--- src/rtl/disp_seq_pkg.sv ---
package disp_seq_pkg;
  typedef enum logic [1:0] {
    PH_FETCH  = 2'd0,
    PH_REPLAY = 2'd1,
    PH_PREP   = 2'd2
  } line_phase_e;
endpackage

--- src/rtl/disp_line_ctr.sv ---
module disp_line_ctr
  import disp_seq_pkg::*;
#(
  parameter int unsigned LINES = 16,
  localparam int unsigned LW   = (LINES > 1) ? $clog2(LINES) : 1
) (
  input  logic        clk_i,
  input  logic        rst_ni,
  input  logic        frame_start_i,
  input  logic        line_start_i,
  input  logic        active_i,
  output line_phase_e phase_o,
  output line_phase_e phase_next_o
);
  localparam logic [LW-1:0] LAST = LW'(LINES - 1);

  logic [LW-1:0] line_q, line_nx;

  assign line_nx = (line_q == LAST) ? '0 : line_q + 1'b1;

  always_ff @(posedge clk_i or negedge rst_ni) begin
    if (!rst_ni)                       line_q <= LAST;
    else if (frame_start_i)            line_q <= LAST;
    else if (line_start_i && active_i) line_q <= line_nx;
  end

  function automatic line_phase_e phase_of(logic [LW-1:0] idx);
    if (idx == '0)        return PH_FETCH;
    else if (idx == LAST) return PH_PREP;
    else                  return PH_REPLAY;
  endfunction

  assign phase_o      = phase_of(line_q);
  assign phase_next_o = phase_of(line_nx);
endmodule

--- src/rtl/disp_tile_ctr.sv ---
module disp_tile_ctr #(
  parameter int unsigned TILES = 20,
  localparam int unsigned TW   = $clog2(TILES + 1)
) (
  input  logic clk_i,
  input  logic rst_ni,
  input  logic clr_i,
  input  logic inc_i,
  output logic full_o,
  output logic last_o
);
  logic [TW-1:0] tile_q;

  always_ff @(posedge clk_i or negedge rst_ni) begin
    if (!rst_ni)                tile_q <= '0;
    else if (clr_i)             tile_q <= '0;
    else if (inc_i && !full_o)  tile_q <= tile_q + 1'b1;
  end

  assign full_o = (tile_q == TW'(TILES));
  assign last_o = (tile_q == TW'(TILES - 1));
endmodule

--- src/rtl/disp_busreq_seq.sv ---
module disp_busreq_seq
  import disp_seq_pkg::*;
#(
  parameter int unsigned TILES_PER_ROW = 20,
  parameter int unsigned LINES_PER_ROW = 16
) (
  input  logic clk_i,
  input  logic rst_ni,
  input  logic frame_start_i,
  input  logic line_start_i,
  input  logic slot_i,
  input  logic active_i,
  input  logic grant_i,
  output logic bus_req_o,
  output logic fetch_o
);
  line_phase_e phase, phase_next;
  logic        tile_full, tile_last, strobe, req_q, fetch_q, tile_clr;

  disp_line_ctr #(.LINES(LINES_PER_ROW)) u_line (
    .clk_i        (clk_i),
    .rst_ni       (rst_ni),
    .frame_start_i(frame_start_i),
    .line_start_i (line_start_i),
    .active_i     (active_i),
    .phase_o      (phase),
    .phase_next_o (phase_next)
  );

  assign tile_clr = frame_start_i || (line_start_i && active_i);

  disp_tile_ctr #(.TILES(TILES_PER_ROW)) u_tile (
    .clk_i (clk_i),
    .rst_ni(rst_ni),
    .clr_i (tile_clr),
    .inc_i (strobe),
    .full_o(tile_full),
    .last_o(tile_last)
  );

  // fetch line strobes only under a held grant; other lines replay freely
  assign strobe = active_i && slot_i && !frame_start_i && !line_start_i &&
                  !tile_full && ((phase != PH_FETCH) || (req_q && grant_i));

  always_ff @(posedge clk_i or negedge rst_ni) begin
    if (!rst_ni) begin
      req_q <= 1'b0;
    end else if (frame_start_i) begin
      req_q <= active_i;
    end else if (line_start_i) begin
      req_q <= active_i && ((phase_next == PH_PREP) ||
                            ((phase_next == PH_FETCH) && req_q));
    end else if (!active_i) begin
      req_q <= 1'b0;
    end else if (strobe && (phase == PH_FETCH) && tile_last) begin
      req_q <= 1'b0;
    end
  end

  always_ff @(posedge clk_i or negedge rst_ni) begin
    if (!rst_ni) fetch_q <= 1'b0;
    else         fetch_q <= strobe;
  end

  assign bus_req_o = req_q;
  assign fetch_o   = fetch_q;
endmodule

--- config.mk ---
export PLATFORM = sky130hd
export DESIGN_NAME = disp_busreq_seq
export DESIGN_NICKNAME = d
export VERILOG_FILES = /design/src/rtl/disp_seq_pkg.sv /design/src/rtl/disp_line_ctr.sv /design/src/rtl/disp_tile_ctr.sv /design/src/rtl/disp_busreq_seq.sv
export SDC_FILE = /design/constraint.sdc
export NUM_CORES = 1
export LEC_CHECK = 0
export BUFFER_PORTS_ARGS = -buffer_cell sky130_fd_sc_hd__buf_2
export CORE_AREA = 2 2 39 41
export CTS_BUF_LIST = sky130_fd_sc_hd__clkbuf_4
export DETAILED_ROUTE_END_ITERATION = 8
export DIE_AREA = 0 0 41 43
export PLACE_DENSITY = 0.73
export SLEW_MARGIN = 25
export SYNTH_ARGS = -nofsm -noshare
export SYNTH_HDL_FRONTEND = slang
export SYNTH_SLANG_ARGS = --single-unit
--- constraint.sdc ---
create_clock -name clk_i -period 2.25 [get_ports clk_i]
set_input_delay 0.1125 -clock clk_i [delete_from_list [all_inputs] [get_ports clk_i]]
set_output_delay 0.1125 -clock clk_i [all_outputs]
set_load 0.01 [all_outputs]
==> impl_results.md <==
- Via count: about 570
- Slew margin rel.: around 80%
- Num CTS Buffers: 3
- Busiest metal layer after global routing: met1
- Logic pwr share: 15.5%
- Switch share: 26.8%
- DRC Markers: 0
- Final setup fails: 0
- Sequential Power Share: about half
- CTS Sinks: 11
- Crit path max fanout: 4
- Final min period: approximately 1.8 ns
- H-Tree Level Count: 1
- Met3 GRT Util: approximately 3.1%
- Crit Reg-Reg Endpoint: bus_req_o$_DFFE_PN0P_
- Dominant synthesized flop cell: dfrtp_1
- Critical path startpoint category: register
- Clock buffer depth: 2
- Port Buffers: 8
- HP Start: frame_start_i
- MaxCap Viol Count: 0
- Share of layout cells above drive strength 1: approximately 27%
- WL final: about 1400 um
- RSZ-0062 raised after global routing: no
- FF-to-FF Start: u_line.line_q[0]$_DFFE_PN1N_
- Flip-flop and latch count after synthesis: 11
- Final core occ: between 50% and 60%
- Clock latency on the worst-skew pair: around 0.27 ns
- Setup CP Type: register to register
- Net Count, Synth: 79
- RD Place Congestion: 0.786
- Power Total: 0.440 mW
- Async SR Flop Fraction: 100%
- Starting Density: approximately 50%
- Peak VDD IR: 0.344 mV
- CTS resizes: 0
- Synth Area in XOR/XNOR: about 3.8%
- Vias in the first global route: between 400 and 500
- Layout Skew: about 0.0016 ns
- Max Clk Rate: around 0.55 GHz
- Final antenna-violating net count: 0
- Layout Area Growth over Synthesis: 15.6%
- Initial antenna violation count: 0
- Status: finished clean
- P_sw: about 0.12 mW
- Die area: roughly 1800 um2
- Drt pass-1 iters: 4
- R2R setup slack: between 0.4 and 0.5 ns
- Hold Path Class: input port to register
- GRT Total Usage: 17.8%
- Setup TNS: 0 ns
- Internal power: between 0.3 and 0.4 mW
- Iter 0 DRT Violations: 26
- Yosys top cell area share: 25.3%
- Routed len/inst: around 14 um
- DP Area: roughly 760 um2
- Min-Delay Endpoint: u_line.line_q[0]$_DFFE_PN1N_
- Global routing usage on met2: 23.8%
- Number of synthesized flops with an enable pin: 0
- Data arrival, critical path: around 2.0 ns
- Synth Area in Adders: 9.04%
- Chip height: between 40 and 50 um
- Pwr/cell area: approximately 550 nW/um2
- Number of fill cells: around 110
- Final nets: 94
- Leakage: about 0.37 nW
- Simple-gate portion of the synthesized area: roughly 24%
- Worst Reg-to-Reg Cells: 6
- DP HPWL: between 900 and 1000 um
- Largest family of logic cells by synthesized area: simple AND/OR/NAND/NOR gates
- Rows: 14
- Vias/cell: between 5 and 6
- Hold Path Stages: 3
- Final Cycle Share: around 80%
- Grt total ovfl: 0
- Synth Warn #: 0
- Sequential share of the synthesized area: about 40%
- Avg Cell Area, Syn: between 10 and 15 um2
- First-pass GRT wire length: 2080 um
- Gate Count Post-Synth: 67
- Clock Power Share: between 30% and 40%
- Die W: slightly above 40 um
- Ant. Diodes: 0
- Largest net degree at the start of global routing: 12
- Root Driver: clkbuf_4
- Top post-synthesis cells by area: dfrtp_1 (25%), dfstp_2 (15%), ha_1 (9.0%)
- Multi-input gate area: roughly 390 um2
- Compound-gate portion of the synthesized area: 14.3%
- Post-synth top area cell: dfrtp_1
- Design area: about 800 um2
- Synth cell types: 26
- Met1 Use GR: between 20 and 30%
- Worst EP required: ~2.4 ns
- Clock-pin slew on the worst setup and hold paths: around 0.07 ns
- Sequential cell area: roughly 280 um2
- Multiplexer share of the synthesized area: ~4.3%
- Final Hold Fails: 0
- Slew Viols, Final: 0
- Worst-Margin Slew: ~0.3 ns
- Syn Std Cell Area: around 690 um2
- CP Capture Type: register
- IO Pins: 9
- CTS tree: done
- Core Box Area: 1380 um2
[stage by stage]
stage | hold slack (ns) | worst slack (ns) | cells
3_5_place_dp | -0.00514 | 0.462 | 92
2_1_floorplan | -0.183 | 0.372 | 67
4_1_cts | 0.143 | 0.449 | 97
3_3_place_gp | -0.00774 | 0.510 | 92
6_report | 0.154 | 0.442 | 97
5_1_grt | 0.151 | 0.365 | 97
[flip-flops by register name, summed over array words and instances, names as in the netlist]
signal	flops
bus_req_o	1
u_tile.tile_q	5
fetch_o	1
u_line.line_q	4
[area by class of cell]
class / count / area share, %
Clock buffer: 4 / 3.76
Tap cell: 16 / 2.50
Inverter: 7 / 3.29
Sequential cell: 11 / 35.1
Timing Repair Buffer: 10 / 7.20
Multi-Input combinational cell: 49 / 48.2
[metal layers]
layer  up-vias  wire, um
met5         -         0
met3         2       101
met4         0        19
met2        21       592
li1        271         -
met1       273       639
[logic make-up (layout without fill, tap and decap cells)]
group,count (synthesis),after routing
AND/OR/NAND/NOR,26,26
buffers and inverters,7,21
AO/OA/AOI/OAI,12,12
adder cells (fa/ha/maj),5,5
flip-flops,11,11
multiplexers,3,3
XOR/XNOR,3,3
[power groups by stage]
stage	registers, mW	clock network [mW]	logic [mW]
after detailed placement	0.229	0	0.0666
after global routing	0.228	0.162	0.0773
final	0.225	0.147	0.0682
after floorplan	0.226	0	0.0409
after global placement	0.228	0	0.0653
after CTS	0.225	0.153	0.0686
[layout by cell type (no fill, tap or decap), drive strengths merged]
| master | instances |
|---|---|
| nand3 | 5 |
| xnor2 | 2 |
| ha | 5 |
| dlygate4sd3 | 1 |
| clkbuf | 4 |
| nand4 | 2 |
| and4b | 1 |
| o21ai | 1 |
| o31ai | 1 |
| mux2i | 3 |
| nand4b | 1 |
| a311o | 1 |
| nand4bb | 1 |
| inv | 7 |
| xor2 | 1 |
| o2111ai | 1 |
| a21oi | 4 |
| o311ai | 1 |
| dfstp | 4 |
| dfrtp | 7 |
| buf | 9 |
| nor3 | 1 |
| and3 | 1 |
| a21o | 1 |
| a211oi | 1 |
| nor3b | 3 |
| nand2 | 11 |
| a32o | 1 |
[critical path, stage by stage (launching register included)]
cell	delay, ns
dfstp_2	0.56
inv_1	0.08
ha_1	0.19
nor3b_2	0.17
a211oi_4	0.22
nand4_1	0.12
a311o_1	0.36
[repair_timing]
action	in CTS	in global routing
hold buffers	1	0
setup buffers	0	0
hold endpoints to repair	11	0
[worst max path at each step]
stage,from,to,cells past startpoint
after floorplan,u_line.line_q[0]$_DFFE_PN1N_,bus_req_o$_DFFE_PN0P_,6
after global placement,u_line.line_q[0]$_DFFE_PN1N_,bus_req_o$_DFFE_PN0P_,6
after detailed placement,u_line.line_q[0]$_DFFE_PN1N_,bus_req_o$_DFFE_PN0P_,6
after CTS,u_line.line_q[0]$_DFFE_PN1N_,bus_req_o$_DFFE_PN0P_,6
final,u_line.line_q[0]$_DFFE_PN1N_,bus_req_o$_DFFE_PN0P_,6
after global routing,u_line.line_q[0]$_DFFE_PN1N_,bus_req_o$_DFFE_PN0P_,6
[Yosys cell counts (all sizes together) (2+ instances only)]
| cell | number |
|---|---|
| nand2 | 11 |
| ha | 5 |
| dfstp | 4 |
| mux2i | 3 |
| nand4 | 2 |
| a21oi | 4 |
| dfrtp | 7 |
| inv | 7 |
| xnor2 | 2 |
| nor3b | 3 |
| nand3 | 5 |
Note: power is estimated with default switching activity, not from simulation.
